**config.mk**
```make
export PLATFORM = sky130hd
export DESIGN_NAME = bridge_deadtime_ctrl
export DESIGN_NICKNAME = d
export VERILOG_FILES = /design/src/rtl/dtc_pkg.sv /design/src/rtl/dtc_sync.sv /design/src/rtl/dtc_dt_hold.sv /design/src/rtl/dtc_phase.sv /design/src/rtl/bridge_deadtime_ctrl.sv
export SDC_FILE = /design/constraint.sdc
export NUM_CORES = 1
export LEC_CHECK = 0
export ABC_AREA = 1
export BUFFER_PORTS_ARGS = -buffer_cell sky130_fd_sc_hd__buf_2
export CAP_MARGIN = 20
export CORE_UTILIZATION = 45
export CTS_CLUSTER_SIZE = 24
export DETAILED_ROUTE_END_ITERATION = 6
export GPL_ROUTABILITY_DRIVEN = 0
export PLACE_DENSITY_LB_ADDON = 0.3
export SLEW_MARGIN = 25
export SYNTH_ARGS = -nofsm -noshare
export SYNTH_HDL_FRONTEND = slang
export SYNTH_SLANG_ARGS = --single-unit
```
**constraint.sdc**
```tcl
create_clock -name clk -period 1.8 [get_ports clk]
set_clock_uncertainty 0.05 [all_clocks]
set_input_delay 0.18 -clock clk [delete_from_list [all_inputs] [get_ports clk]]
set_output_delay 0.18 -clock clk [all_outputs]
set_load 0.02 [all_outputs]
```
**src/rtl/dtc_pkg.sv**
```systemverilog
package dtc_pkg;

    typedef enum logic [1:0] {
        PEND_NONE = 2'd0,
        PEND_LO   = 2'd1,
        PEND_HI   = 2'd2
    } pend_e;

    typedef struct packed {
        logic lo;
        logic hi_n;
    } phase_cmd_t;

    typedef struct packed {
        logic lo;
        logic hi;
    } gate_pair_t;

    typedef struct packed {
        logic kill;
        logic bypass;
    } ctrl_t;

    localparam ctrl_t CTRL_SAFE = '{kill: 1'b1, bypass: 1'b0};

    // Requested gate pair for one phase, before any dead-time delay.
    function automatic gate_pair_t resolve_cmd(phase_cmd_t c, logic bypass, logic kill);
        gate_pair_t g;
        if (kill) begin
            g.lo = 1'b0;
            g.hi = 1'b0;
        end else if (bypass) begin
            g.lo = c.lo;
            g.hi = ~c.hi_n;
        end else begin
            g.lo = c.lo;
            g.hi = ~c.lo & ~c.hi_n;
        end
        return g;
    endfunction

endpackage

```
**src/rtl/dtc_sync.sv**
```systemverilog
module dtc_sync #(
    parameter int          W       = 1,
    parameter logic [W-1:0] RST_VAL = '0
) (
    input  logic         clk,
    input  logic         rst,
    input  logic [W-1:0] d,
    output logic [W-1:0] q
);
    logic [W-1:0] stage1;

    always_ff @(posedge clk) begin
        if (rst) begin
            stage1 <= RST_VAL;
            q      <= RST_VAL;
        end else begin
            stage1 <= d;
            q      <= stage1;
        end
    end
endmodule

```
**src/rtl/dtc_dt_hold.sv**
```systemverilog
module dtc_dt_hold #(
    parameter int DT_W     = 8,
    parameter int DT_RESET = 8
) (
    input  logic            clk,
    input  logic            rst,
    input  logic            all_off,
    input  logic [DT_W-1:0] dt_in,
    output logic [DT_W-1:0] dt_q
);
    localparam logic [DT_W-1:0] DT_RST = DT_W'(DT_RESET);

    always_ff @(posedge clk) begin
        if (rst)          dt_q <= DT_RST;
        else if (all_off) dt_q <= dt_in;
    end

    AST_DT_HOLD: assert property (@(posedge clk) disable iff (rst)
        !$past(all_off) |-> $stable(dt_q));
endmodule

```
**src/rtl/dtc_phase.sv**
```systemverilog
module dtc_phase
    import dtc_pkg::*;
#(
    parameter int DT_W = 8
) (
    input  logic            clk,
    input  logic            rst,
    input  phase_cmd_t      cmd,
    input  logic            bypass,
    input  logic            kill,
    input  logic [DT_W-1:0] dt_len,
    output gate_pair_t      gate
);
    gate_pair_t      want;
    gate_pair_t      gate_q;
    pend_e           pend;
    logic [DT_W-1:0] cnt;
    logic            want_lo;
    logic            want_hi;

    assign want    = resolve_cmd(cmd, bypass, kill);
    assign want_lo = want.lo;
    assign want_hi = want.hi;
    assign gate    = gate_q;

    always_ff @(posedge clk) begin
        if (rst) begin
            gate_q <= '0;
            pend   <= PEND_NONE;
            cnt    <= '0;
        end else if (kill || bypass) begin
            gate_q <= want;
            pend   <= PEND_NONE;
            cnt    <= '0;
        end else begin
            // turn-off is immediate; turn-on below
            gate_q.lo <= gate_q.lo & want_lo;
            gate_q.hi <= gate_q.hi & want_hi;
            pend      <= PEND_NONE;
            cnt       <= '0;
            if (want_lo && !gate_q.lo) begin
                if (pend != PEND_LO) begin
                    if (dt_len == '0) begin
                        gate_q.lo <= 1'b1;
                    end else begin
                        pend <= PEND_LO;
                        cnt  <= dt_len - 1'b1;
                    end
                end else if (cnt == '0) begin
                    gate_q.lo <= 1'b1;
                end else begin
                    pend <= PEND_LO;
                    cnt  <= cnt - 1'b1;
                end
            end else if (want_hi && !gate_q.hi) begin
                if (pend != PEND_HI) begin
                    if (dt_len == '0) begin
                        gate_q.hi <= 1'b1;
                    end else begin
                        pend <= PEND_HI;
                        cnt  <= dt_len - 1'b1;
                    end
                end else if (cnt == '0) begin
                    gate_q.hi <= 1'b1;
                end else begin
                    pend <= PEND_HI;
                    cnt  <= cnt - 1'b1;
                end
            end
        end
    end

    AST_NO_OVERLAP: assert property (@(posedge clk) disable iff (rst)
        !$past(bypass) |-> !(gate_q.lo && gate_q.hi));
    AST_LO_PRIORITY: assert property (@(posedge clk) disable iff (rst)
        (!$past(bypass) && $past(cmd.lo)) |-> !gate_q.hi);
    AST_FAST_OFF: assert property (@(posedge clk) disable iff (rst)
        (!$past(want_lo) |-> !gate_q.lo) and (!$past(want_hi) |-> !gate_q.hi));
    AST_KILL_OFF: assert property (@(posedge clk) disable iff (rst)
        $past(kill) |-> (gate_q == '0));
    AST_BYPASS_FOLLOW: assert property (@(posedge clk) disable iff (rst)
        ($past(bypass) && !$past(kill)) |->
        (gate_q.lo == $past(cmd.lo)) && (gate_q.hi == !$past(cmd.hi_n)));
endmodule

```
**src/rtl/bridge_deadtime_ctrl.sv**
```systemverilog
module bridge_deadtime_ctrl
    import dtc_pkg::*;
#(
    parameter int NPHASE   = 3,
    parameter int DT_W     = 8,
    parameter int DT_RESET = 8
) (
    input  logic              clk,
    input  logic              rst,
    input  logic              dis_in,
    input  logic              uv_flag,
    input  logic              dt_bypass,
    input  logic [DT_W-1:0]   dt_cycles,
    input  logic [NPHASE-1:0] lo_cmd,
    input  logic [NPHASE-1:0] hi_cmd_n,
    output logic [NPHASE-1:0] lo_gate,
    output logic [NPHASE-1:0] hi_gate
);
    logic [NPHASE-1:0] lo_s;
    logic [NPHASE-1:0] hin_s;
    ctrl_t             ctrl_raw;
    ctrl_t             ctrl_s;
    logic [DT_W-1:0]   dt_len;
    logic              all_off;

    assign ctrl_raw.kill   = dis_in | uv_flag;
    assign ctrl_raw.bypass = dt_bypass;

    dtc_sync #(.W(NPHASE), .RST_VAL({NPHASE{1'b0}})) u_sync_lo (
        .clk(clk), .rst(rst), .d(lo_cmd), .q(lo_s));

    dtc_sync #(.W(NPHASE), .RST_VAL({NPHASE{1'b1}})) u_sync_hi (
        .clk(clk), .rst(rst), .d(hi_cmd_n), .q(hin_s));

    dtc_sync #(.W($bits(ctrl_t)), .RST_VAL(CTRL_SAFE)) u_sync_ctrl (
        .clk(clk), .rst(rst), .d(ctrl_raw), .q(ctrl_s));

    assign all_off = ~(|lo_gate) & ~(|hi_gate);

    dtc_dt_hold #(.DT_W(DT_W), .DT_RESET(DT_RESET)) u_dt_hold (
        .clk(clk), .rst(rst), .all_off(all_off), .dt_in(dt_cycles), .dt_q(dt_len));

    for (genvar p = 0; p < NPHASE; p++) begin : g_phase
        phase_cmd_t cmd_p;
        gate_pair_t gate_p;

        assign cmd_p.lo   = lo_s[p];
        assign cmd_p.hi_n = hin_s[p];

        dtc_phase #(.DT_W(DT_W)) u_phase (
            .clk(clk), .rst(rst), .cmd(cmd_p), .bypass(ctrl_s.bypass),
            .kill(ctrl_s.kill), .dt_len(dt_len), .gate(gate_p));

        assign lo_gate[p] = gate_p.lo;
        assign hi_gate[p] = gate_p.hi;
    end

    AST_RESET_OFF: assert property (@(posedge clk)
        $past(rst) |-> (lo_gate == '0) && (hi_gate == '0));
endmodule

```
==> flow_summary_export.csv, run 1 <==
group,metric,value,unit
status,status,"completed",
power,power.density,795,nW/um2
finish,utilization,0.570,
yosys,ys_ff_latch,60,
die,core-area,6530,um2
worst_setup_path,end_kind,"flip-flop",
die,start_util,0.477,
die,placement_rows,29,
yosys,synthTopCellsByArea,"dfxtp_1, nand2_1, inv_1",
die,die_w,85.2,um
detailed_routing,drtIter0Drc,148,
die,boundaryPins,25,
worst_setup_path,slowest_stage,"dfxtp_1",
worst_setup_path,path_class,"flip-flop to flip-flop",
yosys,synthesis.instances,448,
yosys,synth_seq_area_share,0.385,
detailed_routing,vias,2995,
global_route,grt-ovfl-total,0,
cts,path_clk_slew,70,ps
timing,hold_violations,0,
yosys,synth_top_family_by_area,"simple AND/OR/NAND/NOR gates",
worst_setup_path,crit_family,"simple AND/OR/NAND/NOR gates",
yosys,synth_edf_count,0,
timing,worst_slew_pin_slew,497,ps
finish,antenna_cells,0,
finish,fin_area,3720,um2
worst_setup_path,critPathArrivalTime,1860,ps
detailed_routing,drc,0,
cts,cts.sinks,60,
yosys,synth_compound_area_frac,0.144,
worst_setup_path,required,1980,ps
global_route,grt_max_degree,22,
cts,cts_tree,"built",
die,dieArea,7260,um2
yosys,yosys.cell_count.top_type,"nand2_1",
yosys,syn_nets,471,
timing,slew_headroom,0.667,
global_route,grt_pass1_wl,12800,um
global_route,grt.total_usage,0.226,
cts,clk_latency,350,ps
yosys,ys_warn_count,0,
timing,period_minus_slack,1680,ps
timing,slew_viol_final,0,
yosys,synth_top_cell_by_area,"dfxtp_1",
die,die_y,85.2,um
hold_path,min_path_cells,3,
worst_setup_path,path_cells,"inv_2, ha_2, nand2_1, nor2_1, nand3_2, nand2_2, inv_1, o211ai_1, nand2_1",
power,leakage,1.65,nW
cts,cts-root-buf,"clkbuf_8",
worst_setup_path,path_common_cell,"nand2_1",
yosys,synthAdderAreaFrac,0.0161,
yosys,synth-xor-area-share,0.0281,
place,dpl-instance-area,3370,um2
worst_setup_path,critPathBufInv,2,
yosys,synthesis.area,3120,um2
worst_setup_path,cpPeakStageDelay,310,ps
run,max-cap-violations,0,
global_route,grt_pass1_vias,2859,
finish,final_net_count,519,
cts,numCtsBuffers,9,
worst_setup_path,timing.rr.end,"g_phase[2].u_phase.cnt[1]",
finish,register_area,1200,um2
cts,clk_path_buf_depth,2,
finish,nFillCells,607,
global_route,antenna_found_initial,0,
hold_path,min_from,"dt_cycles[6]",
place,io_buffers,24,
power,design_power_total,2.96,mW
worst_setup_path,reg2reg_from,"u_dt_hold.dt_q[0]",
yosys,synth.area.mux_share,0,
yosys,ys.flop_type,"dfxtp_1",
yosys,synth_top_area_frac,0.385,
detailed_routing,wirelength,7410,um
timing,max_freq,0.595,GHz
yosys,syn_area_per_cell,6.96,um2
worst_setup_path,r2r_slack,120,ps
finish,drive_above_1_share,0.178,
finish,area_delta_synth_final,19.4,%
timing,setup_viol,0,
power,peakVddDrop,0.785,mV
detailed_routing,routed_via_density,5.18,
detailed_routing,drt_first_pass_iters,5,
detailed_routing,wl_per_cell,12.8,um
detailed_routing,postRouteAntennaNets,0,
cts,cts.htree.levels,3,
yosys,synthArstFlopShare,0,
yosys,synthSimpleGateAreaFrac,0.335,
worst_setup_path,worst_setup_path_start_kind,"flip-flop",
yosys,yosysUniqueCellTypes,38,
worst_setup_path,worst-path-max-fanout,7,
worst_setup_path,reg2reg_depth,9,
hold_path,holdPathEnd,"u_dt_hold.dt_q[6]",
timing,timing.final.crit_share,0.933,
finish,multiInputGateArea,1650,um2
yosys,synth_common_cells,"nand2_1, inv_1, dfxtp_1",
hold_path,hp-class,"primary input to flip-flop",
place,dp_hpwl,5470,um
layout make-up:
| cell class | count | share of cell area |
|---|---|---|
| multi-input cells | 312 | 0.444 |
| flip-flops and latches | 60 | 0.323 |
| repair buffers | 42 | 0.0753 |
| inverters | 71 | 0.0720 |
| clock buffers | 9 | 0.0333 |
| clock inverters | 7 | 0.0269 |
| well taps | 77 | 0.0259 |
power by group:
part | switching (mW) | total (mW) | internal [mW]
Combinational | 0.128 | 0.214 | 0.0856
Sequential | 0.0156 | 1.37 | 1.35
Clock | 0.591 | 1.38 | 0.785
Total | 0.734 | 2.96 | 2.23
worst max path at each step:
stage                            startpoint                         to  slack, ps  cells after the start
after floorplan           u_dt_hold.dt_q[0]  g_phase[2].u_phase.cnt[1]        300                      9
after global placement    u_dt_hold.dt_q[0]  g_phase[0].u_phase.cnt[0]        160                      9
after detailed placement  u_dt_hold.dt_q[0]  g_phase[2].u_phase.cnt[1]         60                      9
after CTS                 u_dt_hold.dt_q[0]  g_phase[2].u_phase.cnt[1]         40                      9
after global routing      u_dt_hold.dt_q[0]  g_phase[2].u_phase.cnt[5]        -40                     10
final                     u_dt_hold.dt_q[0]  g_phase[2].u_phase.cnt[1]        120                      9
layout by cell type, fill, tap and decap left out, types with 3 or more instances in the layout:
master	netlist	layout
dfxtp_1	60	60
nor2_2	3	5
nand2_1	97	94
nor3_1	7	7
buf_2	0	24
clkinvlp_4	0	3
inv_2	2	3
or2_2	8	8
o21ai_0	29	28
xnor2_1	3	3
nand3_1	25	24
a21oi_1	26	26
inv_1	68	67
nand4_1	6	6
nand2_2	4	7
buf_4	0	8
clkbuf_8	0	9
nand3b_1	4	4
xor2_1	7	7
dlygate4sd3_1	0	10
nor2_1	55	53
o21ai_1	8	9
logic make-up after synthesis:
logic type      Yosys count
fa+ha+maj                 4
simple gates            222
buf+inv                  76
xor+xnor                 10
compound gates           76
flops                    60
per-layer routing:
| layer | vias up | share of wire | wire (um) | GRT usage |
|---|---|---|---|---|
| li1 | 1532 | - | - | - |
| met1 | 1368 | 0.44 | 3280 | 0.268 |
| met2 | 75 | 0.48 | 3570 | 0.392 |
| met3 | 20 | 0.049 | 363 | 0.0525 |
| met4 | 0 | 0.027 | 199 | 0.0940 |
| met5 | - | 0 | 0 | 0 |
repair_timing:
action                                  in CTS  in global routing
hold endpoints to repair                     9                  0
setup buffers                                0                  0
hold buffers                                10                  0
gates resized for setup                      0                 10
endpoints found under the setup margin       0                 19
tightest hold or removal path, cell delays in order:
cell and delay (ps):
buf_2 90, nand2_1 60, a21oi_1 50
state kept, by name, indices dropped and copies added (netlist names):
signal and flops:
g_phase.u_phase.cnt 24, g_phase.u_phase.gate 6, g_phase.u_phase.pend 6, u_dt_hold.dt_q 8, u_sync_ctrl.q 2, u_sync_ctrl.stage1 2
u_sync_hi.q 3, u_sync_hi.stage1 3, u_sync_lo.q 3, u_sync_lo.stage1 3
metrics by stage:
stage | instances | hold slack [ps] | worst slack [ps] | setup TNS, ps
2_1_floorplan | 448 | 216 | 305 | 0
3_3_place_gp | 552 | 308 | 162 | 0
3_5_place_dp | 552 | 308 | 60.0 | 0
4_1_cts | 578 | 26.3 | 35.2 | 0
5_1_grt | 578 | 47.6 | -43.9 | -238
6_report | 578 | 32.8 | 120 | 0
(Power assumes the default switching activity.)
==> inputs of run 2 (changes only) <==
- ABC_AREA: 1 -> 0
==> run 2 against run 1 <==
Against the previous run: the run now ends with negative setup slack left; non-clock buffer count is 53 higher; area after synthesis fell by 5.6%; clock-buffer cell count up 1.
==> flow_summary_export.csv, run 2 <==
group,metric,value,unit
yosys,synth_top_family_by_area,"simple AND/OR/NAND/NOR gates",
die,die_y,82.9,um
yosys,synth_top_area_frac,0.408,
cts,clk_path_buf_depth,2,
worst_setup_path,reg2reg_from,"u_sync_ctrl.q[1]",
run,max-cap-violations,0,
worst_setup_path,r2r_slack,-70,ps
yosys,synth_edf_count,0,
yosys,synthArstFlopShare,0,
finish,antenna_cells,0,
yosys,synthesis.instances,343,
cts,cts.sinks,60,
global_route,grt_pass1_vias,2753,
status,violations,"negative setup slack",
detailed_routing,drt_first_pass_iters,5,
hold_path,holdPathEnd,"u_dt_hold.dt_q[0]",
global_route,grt.total_usage,0.230,
worst_setup_path,cpPeakStageDelay,480,ps
finish,area_delta_synth_final,37.0,%
finish,drive_above_1_share,0.328,
yosys,synthesis.area,2940,um2
worst_setup_path,worst-path-max-fanout,5,
cts,cts_tree,"built",
detailed_routing,wl_per_cell,15.0,um
global_route,grt_pass1_wl,12700,um
timing,setup_ws,-70.6,ps
yosys,synth_seq_area_share,0.408,
worst_setup_path,timing.rr.end,"g_phase[2].u_phase.cnt[2]",
yosys,syn_area_per_cell,8.58,um2
detailed_routing,drtIter0Drc,209,
detailed_routing,vias,2935,
worst_setup_path,worstSetupStartpoint,"u_sync_ctrl.q[1]",
timing,slew_viol_final,0,
finish,nFillCells,521,
status,status,"finished with violations",
worst_setup_path,critPathArrivalTime,2080,ps
die,placement_rows,29,
yosys,synthAdderAreaFrac,0.0170,
worst_setup_path,reg2reg_depth,4,
die,boundaryPins,25,
cts,cts-root-buf,"clkbuf_8",
finish,final_common_cell,"buf_4",
place,dp_hpwl,5430,um
timing,timing.final.crit_share,1.04,
worst_setup_path,path_cells,"or3_4, or4_4, or4_1, o211ai_1",
finish,largest_registers,"g_phase.u_phase.cnt (24), u_dt_hold.dt_q (8)",
timing,worst_slew_pin_slew,536,ps
yosys,synth.area.mux_share,0.0621,
cts,path_clk_slew,70,ps
detailed_routing,drc,0,
place,pre_cts_slack,-118,ps
hold_path,min_path_cells,3,
timing,slew_headroom,0.641,
detailed_routing,postRouteAntennaNets,0,
die,die_w,82.9,um
cts,cts.htree.levels,3,
die,start_util,0.466,
yosys,synth_top_cell_by_area,"dfxtp_1",
worst_setup_path,end_kind,"flip-flop",
hold_path,min_from,"dt_cycles[0]",
detailed_routing,routed_via_density,5.66,
worst_setup_path,worst_setup_path_start_kind,"flip-flop",
place,io_buffers,24,
yosys,ys_warn_count,0,
timing,rsz0062_at_grt,"yes",
cts,clk_latency,330,ps
global_route,grt-ovfl-total,0,
yosys,synth_common_cells,"dfxtp_1, nor2_1, nor3_1",
timing,period_minus_slack,1870,ps
detailed_routing,wirelength,7760,um
power,peakVddDrop,0.544,mV
timing,hold_violations,0,
finish,largest_reg_flops,24,
global_route,grt_max_degree,28,
yosys,synth-xor-area-share,0.0387,
yosys,syn_nets,366,
yosys,yosysUniqueCellTypes,49,
die,core-area,6310,um2
timing,setup_viol,12,
die,dieArea,6860,um2
finish,final_cell_mix,"buf_4, dfxtp_1, nor2_1",
hold_path,hp-class,"primary input to flip-flop",
worst_setup_path,required,2010,ps
yosys,synthTopCellsByArea,"dfxtp_1, mux2i_1, nor2_1",
power,design_power_total,2.78,mW
finish,largest-register,"g_phase.u_phase.cnt",
worst_setup_path,slowest_stage,"or4_1",
yosys,synth_compound_area_frac,0.173,
cts,numCtsBuffers,9,
worst_setup_path,path_class,"flip-flop to flip-flop",
yosys,yosys.cell_count.top_type,"dfxtp_1",
yosys,ys.flop_type,"dfxtp_1",
power,leakage,1.70,nW
timing,max_freq,0.535,GHz
yosys,ys_ff_latch,60,
power,power.density,691,nW/um2
yosys,synthSimpleGateAreaFrac,0.268,
finish,final_net_count,463,
global_route,antenna_found_initial,0,
[run 2: report_power, final]
part	total (mW)	internal, mW	switching, mW
registers	1.38	1.36	0.0238
logic	0.265	0.142	0.123
clock network	1.14	0.649	0.490
total	2.78	2.15	0.637
[run 2: logic make-up after synthesis]
group / after synthesis
compound gates: 75
xor+xnor: 13
fa+ha+maj: 4
buf+inv: 23
flops: 60
mux: 18
simple gates: 150
[run 2: through the flow]
step / hold WS, ps / TNS [ps] / util / instance area (um2) / cells
finish: 28.0 / -461 / 0.638 / 4030 / 519
global route: 33.9 / -1600 / 0.638 / 4030 / 519
CTS: 15.5 / -377 / 0.615 / 3880 / 513
detailed placement: 315 / -1010 / 0.558 / 3520 / 486
global placement: 308 / -526 / 0.558 / 3520 / 486
floorplan: 229 / -737 / - / 2970 / 343
[run 2: final cells by class]
type,count,area [um2],area share
flip-flops and latches,60,1210,0.300
clock buffers,10,138,0.0342
well taps,77,96.3,0.0239
repair buffers,95,691,0.171
multi-input cells,260,1800,0.448
inverters,14,52.6,0.0130
clock inverters,3,40.0,0.00993
[run 2: routing by layer]
layer,share of wire,vias up,GRT usage
met5,0,-,0
met1,0.44,1394,0.294
li1,-,1445,-
met4,0.023,0,0.114
met2,0.49,80,0.378
met3,0.045,16,0.0358
[run 2: critical path, delay by kind of cell (launching register included)]
kind / cells / cell delay [ps]
simple gates: 3 / 1310
flops: 1 / 330
compound gates: 1 / 90
[run 2: worst max-delay path by stage]
| stage | endpoint |
|---|---|
| final | g_phase[2].u_phase.cnt[2] |
| after global routing | g_phase[0].u_phase.cnt[6] |
| after global placement | g_phase[1].u_phase.cnt[5] |
| after CTS | g_phase[2].u_phase.cnt[2] |
| after floorplan | g_phase[2].u_phase.cnt[2] |
| after detailed placement | g_phase[1].u_phase.cnt[5] |
[run 2: timing repair]
item / 4_1_cts / 5_1_grt
setup buffers: 5 / 6
endpoints found under the setup margin: 21 / 26
gates resized for setup: 14 / 27
hold buffers: 9 / 0
hold endpoints to repair: 8 / 0
pin swaps: 6 / 13
==> inputs of run 3 (changes only) <==
- CELL_PAD_IN_SITES_DETAIL_PLACEMENT: default -> 0
- CELL_PAD_IN_SITES_GLOBAL_PLACEMENT: default -> 1
- GPL_ROUTABILITY_DRIVEN: 0 -> default
==> run 3 against run 2 <==
Against the previous run: the flow still finishes with violations (negative setup slack); sequential share of layout area is 0.32 points lower; cell area is 0.78% higher; setup slack better by 31 ps; maximum frequency is 1.7% higher; clock power is 5% higher; wire length is 2.4% lower; sequential cell count stayed put; critical path depth stayed put; final cell count is 0.19% higher; utilization is 0.50 points higher; critical path type unchanged; critical endpoint unchanged.
==> flow_summary_export.csv, run 3 (synthesis gave the netlist of run 2 again) <==
group,metric,value,unit
status,status,"finished with violations",
status,violations,"negative setup slack",
finish,multiInputGateArea,1820,um2
global_route,grt-ovfl-total,0,
timing,worst_slew_pin_slew,473,ps
worst_setup_path,end_kind,"flip-flop",
power,clockPowerShare,0.422,
finish,final_cell_mix,"dfxtp_1, buf_4, nor2_1",
timing,slew_viol_final,0,
timing,max_freq,0.543,GHz
worst_setup_path,worst-path-max-fanout,5,
timing,setup_ws,-40.0,ps
power,power.density,702,nW/um2
global_route,grt_pass1_vias,2759,
global_route,grt.total_usage,0.230,
hold_path,hp-class,"primary input to flip-flop",
detailed_routing,wirelength,7580,um
finish,largest-register,"g_phase.u_phase.cnt",
detailed_routing,vias,2839,
die,die_y,82.9,um
timing,rsz0062_at_grt,"yes",
cts,cts.sinks,60,
power,p_seq_frac,0.482,
finish,area_delta_synth_final,38.1,%
worst_setup_path,path_class,"flip-flop to flip-flop",
detailed_routing,drt_first_pass_iters,4,
timing,slew_headroom,0.675,
worst_setup_path,critPathBufInv,0,
global_route,grt_max_degree,28,
detailed_routing,drtIter0Drc,233,
worst_setup_path,worst_setup_path_start_kind,"flip-flop",
worst_setup_path,path_cells,"or3_4, or4_4, or4_1, o211ai_1",
timing,timing.final.crit_share,1.02,
cts,clk_path_buf_depth,2,
detailed_routing,drc,0,
power,peakVddDrop,0.568,mV
global_route,grt_pass1_wl,12800,um
global_route,antenna_found_initial,0,
worst_setup_path,critPathArrivalTime,2050,ps
die,start_util,0.466,
cts,path_clk_slew,70,ps
cts,numCtsBuffers,9,
timing,period_minus_slack,1840,ps
die,placement_rows,29,
finish,antenna_cells,0,
power,leakage,1.71,nW
cts,cts-root-buf,"clkbuf_8",
power,p_comb_frac,0.096,
timing,tns,-265,ps
cts,cts.htree.levels,3,
place,io_buffers,24,
finish,largest_registers,"g_phase.u_phase.cnt (24), u_dt_hold.dt_q (8)",
finish,final_common_cell,"dfxtp_1",
finish,final_net_count,461,
place,gp_congestion,0.917,
detailed_routing,wl_per_cell,14.6,um
die,die_w,82.9,um
detailed_routing,postRouteAntennaNets,0,
power,power_switching,706,uW
timing,fin_hold_ws,26.8,ps
die,core-area,6310,um2
die,boundaryPins,25,
finish,drive_above_1_share,0.334,
run,max-cap-violations,0,
finish,register_area,1200,um2
worst_setup_path,required,2010,ps
worst_setup_path,cpPeakStageDelay,480,ps
finish,largest_reg_flops,24,
timing,hold_violations,0,
die,dieArea,6860,um2
cts,cts_tree,"built",
power,intPower,2.14,mW
detailed_routing,routed_via_density,5.46,
cts,clk_latency,340,ps
finish,nFillCells,562,
worst_setup_path,slowest_stage,"or4_1",
power,sw_frac_of_total,0.248,
place,dp_hpwl,5530,um
worst_setup_path,crit_family,"simple AND/OR/NAND/NOR gates",
timing,setup_viol,10,
run 3: worst min-delay path, cell delays in order:
cell and delay (ps):
buf_2 80, mux2i_1 50, nor2_1 70
run 3: what timing repair did:
| action | in CTS | in global routing |
|---|---|---|
| pin swaps | 9 | 3 |
| hold endpoints to repair | 8 | 0 |
| buffers inserted | 1 | 7 |
| gates resized for setup | 24 | 21 |
| hold buffers | 9 | 0 |
| setup endpoints to repair | 19 | 26 |
run 3: per-stage QoR:
step                      cell area [um2]  std cells  setup slack (ps)   util  power (mW)
after floorplan                      2970        343              -269      -        1.51
after global placement               3530        487             -81.7  0.559        1.62
after detailed placement             3530        487             -82.1  0.559        1.62
after CTS                            3920        513             -52.5  0.621        2.85
after global routing                 4060        520              -118  0.643        2.96
final                                4060        520             -40.0  0.643        2.85
run 3: layout make-up:
cell class | count | area share
clock buffers | 9 | 0.0305
repair buffers | 93 | 0.169
inverters | 14 | 0.0129
flip-flops and latches | 60 | 0.297
clock inverters | 7 | 0.0191
multi-input cells | 260 | 0.448
well taps | 77 | 0.0237
run 3: worst paths after layout:
check                      start                   endpoint  slack, ps  cells past startpoint
max             u_sync_ctrl.q[0]  g_phase[2].u_phase.cnt[2]        -40                      4
min                 dt_cycles[2]          u_dt_hold.dt_q[2]         30                      3
max reg2reg     u_sync_ctrl.q[0]  g_phase[2].u_phase.cnt[2]        -40                      4
min reg2reg  u_sync_hi.stage1[2]             u_sync_hi.q[2]        360                      1
run 3: layer usage:
layer,track usage,share of wire,vias up
li1,-,-,1440
met1,0.310,0.48,1330
met2,0.364,0.47,65
met3,0.0398,0.043,4
met4,0.0940,0.0078,0
met5,0,0,-
run 3: power groups by stage:
stage | clock [mW] | combinational (mW) | sequential [mW]
after floorplan | 0 | 0.110 | 1.40
after global placement | 0 | 0.220 | 1.40
after detailed placement | 0 | 0.221 | 1.40
after CTS | 1.23 | 0.249 | 1.37
after global routing | 1.29 | 0.294 | 1.38
final | 1.20 | 0.273 | 1.38
